File: src/rtl/swp_pkg.sv
package swp_pkg;
  localparam int INST_W = 32;
  localparam int REG_AW = 5;
  localparam int BYTE_W = 8;
  localparam int WB_W   = 32;
  localparam logic [REG_AW-1:0] ZERO_REG = '1;

  typedef struct packed {
    logic capReq;   // latch request fields from decode and register read
    logic capRsp;   // latch returned byte into write-back stage
  } swp_strobe_t;

  typedef struct packed {
    logic isFamily;
    logic spMisaligned;
  } swp_status_t;

  typedef struct packed {
    logic              acq;
    logic              rel;
    logic [REG_AW-1:0] src;
    logic [REG_AW-1:0] base;
    logic [REG_AW-1:0] dst;
  } swp_fields_t;

  function automatic logic isFamilyWord(input logic [INST_W-1:0] w);
    return (w[31:30] == 2'b00) && (w[29:27] == 3'b111) && (w[26] == 1'b0) &&
           (w[25:24] == 2'b00) && (w[21] == 1'b1) && (w[15] == 1'b1) &&
           (w[14:12] == 3'b000) && (w[11:10] == 2'b00);
  endfunction

  function automatic swp_fields_t splitFields(input logic [INST_W-1:0] w);
    swp_fields_t f;
    f.acq  = w[23];
    f.rel  = w[22];
    f.src  = w[20:16];
    f.base = w[9:5];
    f.dst  = w[4:0];
    return f;
  endfunction
endpackage

File: src/rtl/swp_datapath.sv
module swp_datapath
  import swp_pkg::*;
#(
  parameter int XLEN       = 64,
  parameter int ALIGN_BITS = 4,
  parameter int EL_W       = 2
) (
  input  logic              clk,
  input  logic              rstN,
  input  logic [INST_W-1:0] instWord,
  input  logic [XLEN-1:0]   spValue,
  input  logic [EL_W-1:0]   exLevel,
  input  logic [XLEN-1:0]   rdDataBase,
  input  logic [BYTE_W-1:0] rdSrcByte,
  input  logic [BYTE_W-1:0] memRspByte,
  input  swp_strobe_t       strb,
  output swp_status_t       status,
  output logic [REG_AW-1:0] rdAddrBase,
  output logic [REG_AW-1:0] rdAddrSrc,
  output logic [XLEN-1:0]   memAddr,
  output logic [BYTE_W-1:0] memWrByte,
  output logic              memAcquire,
  output logic              memRelease,
  output logic              memTagChecked,
  output logic              memPriv,
  output logic              wbValid,
  output logic [REG_AW-1:0] wbAddr,
  output logic [WB_W-1:0]   wbData
);
  localparam int PAD_W = WB_W - BYTE_W;

  swp_fields_t      fld;
  logic             baseIsSp;
  logic [XLEN-1:0]  addrSel;
  logic [REG_AW-1:0] dstQ;

  always_comb begin
    fld        = splitFields(instWord);
    baseIsSp   = (fld.base == ZERO_REG);
    addrSel    = baseIsSp ? spValue : rdDataBase;
    rdAddrBase = fld.base;
    rdAddrSrc  = fld.src;
    status.isFamily     = isFamilyWord(instWord);
    status.spMisaligned = baseIsSp && (spValue[ALIGN_BITS-1:0] != '0);
  end

  always_ff @(posedge clk or negedge rstN) begin
    if (!rstN) begin
      memAddr       <= '0;
      memWrByte     <= '0;
      memAcquire    <= 1'b0;
      memRelease    <= 1'b0;
      memTagChecked <= 1'b0;
      memPriv       <= 1'b0;
      dstQ          <= '0;
    end else if (strb.capReq) begin
      memAddr       <= addrSel;
      memWrByte     <= rdSrcByte;
      memAcquire    <= fld.acq && (fld.dst != ZERO_REG);
      memRelease    <= fld.rel;
      memTagChecked <= !baseIsSp;
      memPriv       <= (exLevel != '0);
      dstQ          <= fld.dst;
    end
  end

  always_ff @(posedge clk or negedge rstN) begin
    if (!rstN) begin
      wbValid <= 1'b0;
      wbAddr  <= '0;
      wbData  <= '0;
    end else begin
      wbValid <= strb.capRsp && (dstQ != ZERO_REG);
      if (strb.capRsp) begin
        wbAddr <= dstQ;
        wbData <= {{PAD_W{1'b0}}, memRspByte};
      end
    end
  end
endmodule

File: src/rtl/swp_ctrl.sv
module swp_ctrl
  import swp_pkg::*;
(
  input  logic        clk,
  input  logic        rstN,
  input  logic        instValid,
  input  logic        featureEn,
  input  swp_status_t status,
  input  logic        memReqReady,
  input  logic        memRspValid,
  output swp_strobe_t strb,
  output logic        busy,
  output logic        memReqValid,
  output logic        undefInst,
  output logic        alignFault
);
  typedef enum logic [1:0] {ST_IDLE, ST_REQ, ST_WAIT} swp_state_e;
  swp_state_e state, stateNext;
  logic accept, goUndef, goFault;

  always_comb begin
    accept     = (state == ST_IDLE) && instValid && status.isFamily;
    goUndef    = accept && !featureEn;
    goFault    = accept && featureEn && status.spMisaligned;
    strb.capReq = accept && featureEn && !status.spMisaligned;
    strb.capRsp = (state == ST_WAIT) && memRspValid;
    stateNext  = state;
    unique case (state)
      ST_IDLE: if (strb.capReq) stateNext = ST_REQ;
      ST_REQ:  if (memReqReady) stateNext = ST_WAIT;
      ST_WAIT: if (memRspValid) stateNext = ST_IDLE;
      default: stateNext = ST_IDLE;
    endcase
  end

  always_ff @(posedge clk or negedge rstN) begin
    if (!rstN) begin
      state      <= ST_IDLE;
      undefInst  <= 1'b0;
      alignFault <= 1'b0;
      busy       <= 1'b0;
    end else begin
      state      <= stateNext;
      undefInst  <= goUndef;
      alignFault <= goFault;
      // busy drops in the write-back cycle
      busy       <= (stateNext != ST_IDLE);
    end
  end

  assign memReqValid = (state == ST_REQ);
endmodule

File: src/rtl/swp_unit.sv
module swp_unit
  import swp_pkg::*;
#(
  parameter int XLEN       = 64,
  parameter int ALIGN_BITS = 4,
  parameter int EL_W       = 2
) (
  input  logic              clk,
  input  logic              rstN,
  input  logic              featureEn,
  input  logic [EL_W-1:0]   exLevel,
  input  logic [XLEN-1:0]   spValue,
  input  logic              instValid,
  input  logic [INST_W-1:0] instWord,
  output logic              busy,
  output logic              undefInst,
  output logic              alignFault,
  output logic [REG_AW-1:0] rdAddrBase,
  input  logic [XLEN-1:0]   rdDataBase,
  output logic [REG_AW-1:0] rdAddrSrc,
  input  logic [BYTE_W-1:0] rdSrcByte,
  output logic              memReqValid,
  input  logic              memReqReady,
  output logic [XLEN-1:0]   memAddr,
  output logic [BYTE_W-1:0] memWrByte,
  output logic              memAcquire,
  output logic              memRelease,
  output logic              memTagChecked,
  output logic              memPriv,
  input  logic              memRspValid,
  input  logic [BYTE_W-1:0] memRspByte,
  output logic              wbValid,
  output logic [REG_AW-1:0] wbAddr,
  output logic [WB_W-1:0]   wbData
);
  swp_strobe_t strb;
  swp_status_t status;

  swp_ctrl i_ctrl (
    .clk(clk), .rstN(rstN), .instValid(instValid), .featureEn(featureEn),
    .status(status), .memReqReady(memReqReady), .memRspValid(memRspValid),
    .strb(strb), .busy(busy), .memReqValid(memReqValid),
    .undefInst(undefInst), .alignFault(alignFault)
  );

  swp_datapath #(.XLEN(XLEN), .ALIGN_BITS(ALIGN_BITS), .EL_W(EL_W)) i_dp (
    .clk(clk), .rstN(rstN), .instWord(instWord), .spValue(spValue),
    .exLevel(exLevel), .rdDataBase(rdDataBase), .rdSrcByte(rdSrcByte),
    .memRspByte(memRspByte), .strb(strb), .status(status),
    .rdAddrBase(rdAddrBase), .rdAddrSrc(rdAddrSrc), .memAddr(memAddr),
    .memWrByte(memWrByte), .memAcquire(memAcquire), .memRelease(memRelease),
    .memTagChecked(memTagChecked), .memPriv(memPriv), .wbValid(wbValid),
    .wbAddr(wbAddr), .wbData(wbData)
  );
endmodule

File: config.mk
export PLATFORM = sky130hd
export DESIGN_NAME = swp_unit
export DESIGN_NICKNAME = d
export VERILOG_FILES = /design/src/rtl/swp_pkg.sv /design/src/rtl/swp_datapath.sv /design/src/rtl/swp_ctrl.sv /design/src/rtl/swp_unit.sv
export SDC_FILE = /design/constraint.sdc
export NUM_CORES = 1
export LEC_CHECK = 0
export BUFFER_PORTS_ARGS = -buffer_cell sky130_fd_sc_hd__buf_2
export CAP_MARGIN = 40
export CORE_AREA = 2 2 123 125
export CTS_CLUSTER_DIAMETER = 80
export DETAILED_ROUTE_END_ITERATION = 12
export DIE_AREA = 0 0 125 127
export PLACE_DENSITY = 0.65
export RECOVER_POWER = 100
export REMOVE_ABC_BUFFERS = 1
export SLEW_MARGIN = 15
export SYNTH_ARGS = -nofsm -noshare
export SYNTH_HDL_FRONTEND = slang
export SYNTH_SLANG_ARGS = --single-unit
File: constraint.sdc
create_clock -name clk -period 2.35 [get_ports clk]
set_clock_uncertainty 0.05 [all_clocks]
set_input_delay 0.705 -clock clk [delete_from_list [all_inputs] [get_ports clk]]
set_output_delay 0.705 -clock clk [all_outputs]
set_load 0.02 [all_outputs]
### Word level (Yosys, flattened, before mapping)

Index checks and enable logic that the tools add are counted.

* multiplexer cells: 5
* reductions and logical operators: 28
* bitwise logic cells: 1
* equality and inequality tests: 6

Operator list (count)
* 64-bit two-way mux: 1
* 1-bit logical AND: 17
* 5-bit != test, second input constant: 2
* 2-bit zero test: 4
* 2-bit two-way mux: 3
* 2-bit one-hot mux with 3 select lines: 1
* 5-bit == test, second input constant: 1
* 2-bit nonzero test: 2
* 4-bit nonzero test: 1
* 3-bit == test, second input constant: 1
* 1-bit zero test: 3
* 3-bit zero test: 1
* 2-bit by 1-bit == test with 1-bit output, second input constant: 1
* 2-bit == test, second input constant: 1
* 1-bit NOT: 1

* output and inout port bits: 128
* logic and storage cells: 54
* input bits: 184
* bits in registers: 100

### Longest topological paths before layout

* depth after elaboration: 14
* mapped depth: 6
* depth with buffers taken out: 4

### Cells and area by module

Synthesis repeated with hierarchy kept, for this count alone.

* cell total of the unflattened synthesis: 504
* area, all modules: 4857.2 um^2

Modules (own cells, without submodules)
* swp_datapath: area an instance 4628.2 um^2, sequential area each 2377.3 um^2, cells an instance 485, instances 1
* swp_ctrl: area an instance 229.0 um^2, sequential area each 125.1 um^2, cells an instance 19, instances 1

### Worst setup path after synthesis

Ideal clock, no wire load.

* path type: input -> register
* from: in spValue[3]
* to: reg i_dp.dstQ[0]
* data arrival time: 2303 ps
* path buffers: 2
* setup slack: -128 ps
* stages: 5
* required time: 2175 ps
* library setup time: 125 ps
* path through: or4_4 > a2111oi_4 > buf_6 > buf_12 > mux2_4

* longest elaborated chain between the ends: 4

RTL lines
* start: declaration: line swp_unit.sv:12 `input logic [XLEN-1:0] spValue,`
* 4-bit nonzero test: line swp_datapath.sv:44 `status.spMisaligned = baseIsSp && (spValue[ALIGN_BITS-1:0] != '0);`
* 1-bit logical AND: line swp_datapath.sv:44
* 1-bit zero test: line swp_ctrl.sv:25 `strb.capReq = accept && featureEn && !status.spMisaligned;`
* 1-bit logical AND: line swp_ctrl.sv:25
* end signal: assignment: line swp_datapath.sv:63 `dstQ <= fld.dst;`
* end: declaration: line swp_datapath.sv:35 `logic [REG_AW-1:0] dstQ;`

Every way passes these cells.
A chain may end at the register's enable or synchronous reset.

### Worst setup path in the final report

* from: in spValue[3]
* to: reg i_dp.memAddr[6]

* longest elaborated chain between the ends: 4

RTL lines
* 4-bit nonzero test: line swp_datapath.sv:44
* 1-bit logical AND: line swp_datapath.sv:44
* 1-bit zero test: line swp_ctrl.sv:25
* 1-bit logical AND: line swp_ctrl.sv:25
* end signal: assignment: line swp_datapath.sv:57 `memAddr <= addrSel;`
* end: declaration: line swp_datapath.sv:20 `output logic [XLEN-1:0] memAddr,`

Every way passes these cells.

==> metrics <==
status=finished clean; Async SR Flop Fraction=1.00; pwr dens=515 nW/um2; P&R area growth vs syn=31.1%; gpl congestion=0.825; dpl hpwl=9.56 mm; vias per inst=4.51; CP Launch Point=spValue[3]; Post-Syn Instances=348; RSZ-0062 raised after global routing=false; vias=3716; MaxCap Viol Count=0; CP Class=input pin to register; Buf/Inv on CP=3; Max Freq=439 MHz; worst-case clock buffer depth=2; vias in the first global route=3924; Hold Startpoint=i_dp.memAddr[27]$_DFFE_PN0P_; pin count of the biggest net entering global routing=101; Lkg Pwr=3.50 nW; row count=44; Antenna Cells=0; share of cells above drive strength 1=0.547; clock sinks=100; final net count=819; Avg Inst Size Synth=15.0 um2; hold_ws=0.437 ns; overall routed net length=12.4 mm; die width=125 um; Synth Warn #=0; top-area cell type share of the netlist area=0.478; Max transition margin=0.108; Placed Instances=806; root buf cell=clkbuf_16; register bit total from synthesis=100; 1st-iter DRT viols=86; Worst-path clk slew=0.07 ns; area leader, netlist=dfrtp_1; Vert. Die Dim=127 um; H-Tree Level Count=3; die area=15900 um2; CP Capture Type=register; core area=14400 um2; Post-synth EDFFs=0; TritonCTS clock tree=done; global route overflow=0; Synth area leaders=dfrtp_1 (48%), mux2_4 (20%), mux2_2 (18%); number of remaining DRC errors=0; worst hold path class=register to register; initial core utilization=0.363; IO Count=312; Post-synth top flop=dfrtp_1; Routed wire per std cell=15.0 um; CTS Hold Bufs=0; Num CTS Buffers=9; peak supply drop=0.000381 V; worst r2r src=i_ctrl.state[1]$_DFF_PN0_; first-pass GRT wire length=19.5 mm; Synth cell types=31; worst slew pin tran=1.34 ns; dpl ws=-0.370 ns; Overall Global Routing Usage=0.152; initial antenna violation count=0; Post-Syn Area=5230 um2; post-route minimum period=2.28 ns; CP delay by family, top=simple AND/OR/NAND/NOR gates; fill count=1401; CP max stage cell=or4_4; fin cells=824; crit share post-route=0.970; Port Buf Inserts=277; final setup violation count=0; Tot Pwr=3.54 mW; sequential share of the synthesized area=0.478; Worst Path Required=2.52 ns; crit path max fanout=13; Setup WS post-layout=0.0716 ns; Final Hold Vio Count=0; slowest cell delay on critical path=0.55 ns; crit path DAT=2.45 ns; nature of the critical path startpoint=input pin; antenna viol nets, final=0; worst-skew pair later-pin latency=0.33 ns; max-slew violations=0; router iterations before antenna repair=4; cells along the critical path=buf_2 > or4_4 > a2111oi_4 > buf_6 > clkbuf_16 > mux2_1
-- placed cells by master (no fill, tap or decap), types with 5 or more instances in the layout --
cell and n:
dfrtp_1 100, buf_2 176, mux2_2 85, clkbuf_1 102, nand2_1 5, mux2_1 27
mux2_4 43, clkbuf_16 10, conb_1 24, buf_4 15
-- stage by stage --
step	area (um2)	utilization	setup TNS, ns
floorplan	4880	-	-421.69
global placement	6770	0.469	-22.69
detailed placement	6770	0.469	-24.85
CTS	7070	0.490	0
global route	6860	0.476	0
finish	6860	0.476	0
-- final timing paths --
kind	end	slack [ns]	depth (start not counted)
setup / recovery	i_dp.memAddr[6]$_DFFE_PN0P_	0.07	6
hold / removal	i_dp.memAddr[27]$_DFFE_PN0P_	0.44	1
setup reg to reg	i_dp.memAddr[6]$_DFFE_PN0P_	0.12	7
hold reg to reg	i_dp.memAddr[27]$_DFFE_PN0P_	0.44	1
max in group asynchronous	i_dp.memAddr[15]$_DFFE_PN0P_	0.67	2
min in group asynchronous	i_dp.memAddr[10]$_DFFE_PN0P_	0.76	2
-- power by group --
group / leakage (nW) / total [mW] / switching (mW) / internal (mW)
clock network: 0.150 / 1.48 / 0.620 / 0.859
logic: 1.97 / 0.336 / 0.159 / 0.177
registers: 1.38 / 1.72 / 0.000305 / 1.72
total: 3.50 / 3.54 / 0.779 / 2.76
-- flip-flops by register name (all words and copies together), names as in the netlist --
name	cells
i_dp.wbValid	1
i_dp.memRelease	1
i_ctrl.alignFault	1
i_dp.dstQ	5
i_dp.memPriv	1
i_dp.wbData	8
i_dp.memAcquire	1
i_ctrl.busy	1
i_dp.memTagChecked	1
i_ctrl.state	2
i_ctrl.undefInst	1
i_dp.wbAddr	5
i_dp.memWrByte	8
i_dp.memAddr	64
-- logic make-up after synthesis --
group / after synthesis / synth area share
flops: 100 / 0.478
simple gates: 28 / 0.0325
other cells: 1 / 0.000717
compound gates: 7 / 0.0134
mux: 157 / 0.388
buf+inv: 55 / 0.0875
-- cell type report --
cell class	count	area (um2)	area share
Sequential cell	100	2500	0.365
Multi-Input combinational cell	216	2270	0.331
Timing Repair Buffer	304	1540	0.225
Clock buffer	11	243	0.0354
Tap cell	184	230	0.0336
Clock inverter	5	57.6	0.00839
Inverter	4	15.0	0.00219
-- synthesized netlist by cell type, types with 2 or more instances --
| cell type | instances |
|---|---|
| buf_2 | 2 |
| nand3_1 | 2 |
| nor4_1 | 3 |
| mux2_2 | 85 |
| nor2b_1 | 2 |
| buf_4 | 34 |
| nand4_1 | 2 |
| clkbuf_1 | 7 |
| mux2_4 | 70 |
| dfrtp_1 | 100 |
| nor4bb_1 | 2 |
| nand2b_1 | 2 |
| buf_12 | 7 |
| nand2_1 | 5 |
| nor4b_1 | 2 |
| inv_1 | 4 |
| mux2i_1 | 2 |
| nor2_1 | 4 |
-- what timing repair did --
action                     in CTS  in global routing
setup buffers                   0                  0
gates resized for setup         1                  1
gates cloned                    0                  2
setup endpoints to repair      19                 27
pin swaps                       0                  1
-- routing by layer --
| metal | GRT usage | part of all wire |
|---|---|---|
| met1 | 0.176 | 0.38 |
| met2 | 0.268 | 0.52 |
| met3 | 0.0536 | 0.088 |
| met4 | 0.0399 | 0.0082 |
| met5 | 0 | 0 |
(Power assumes the default switching activity.)
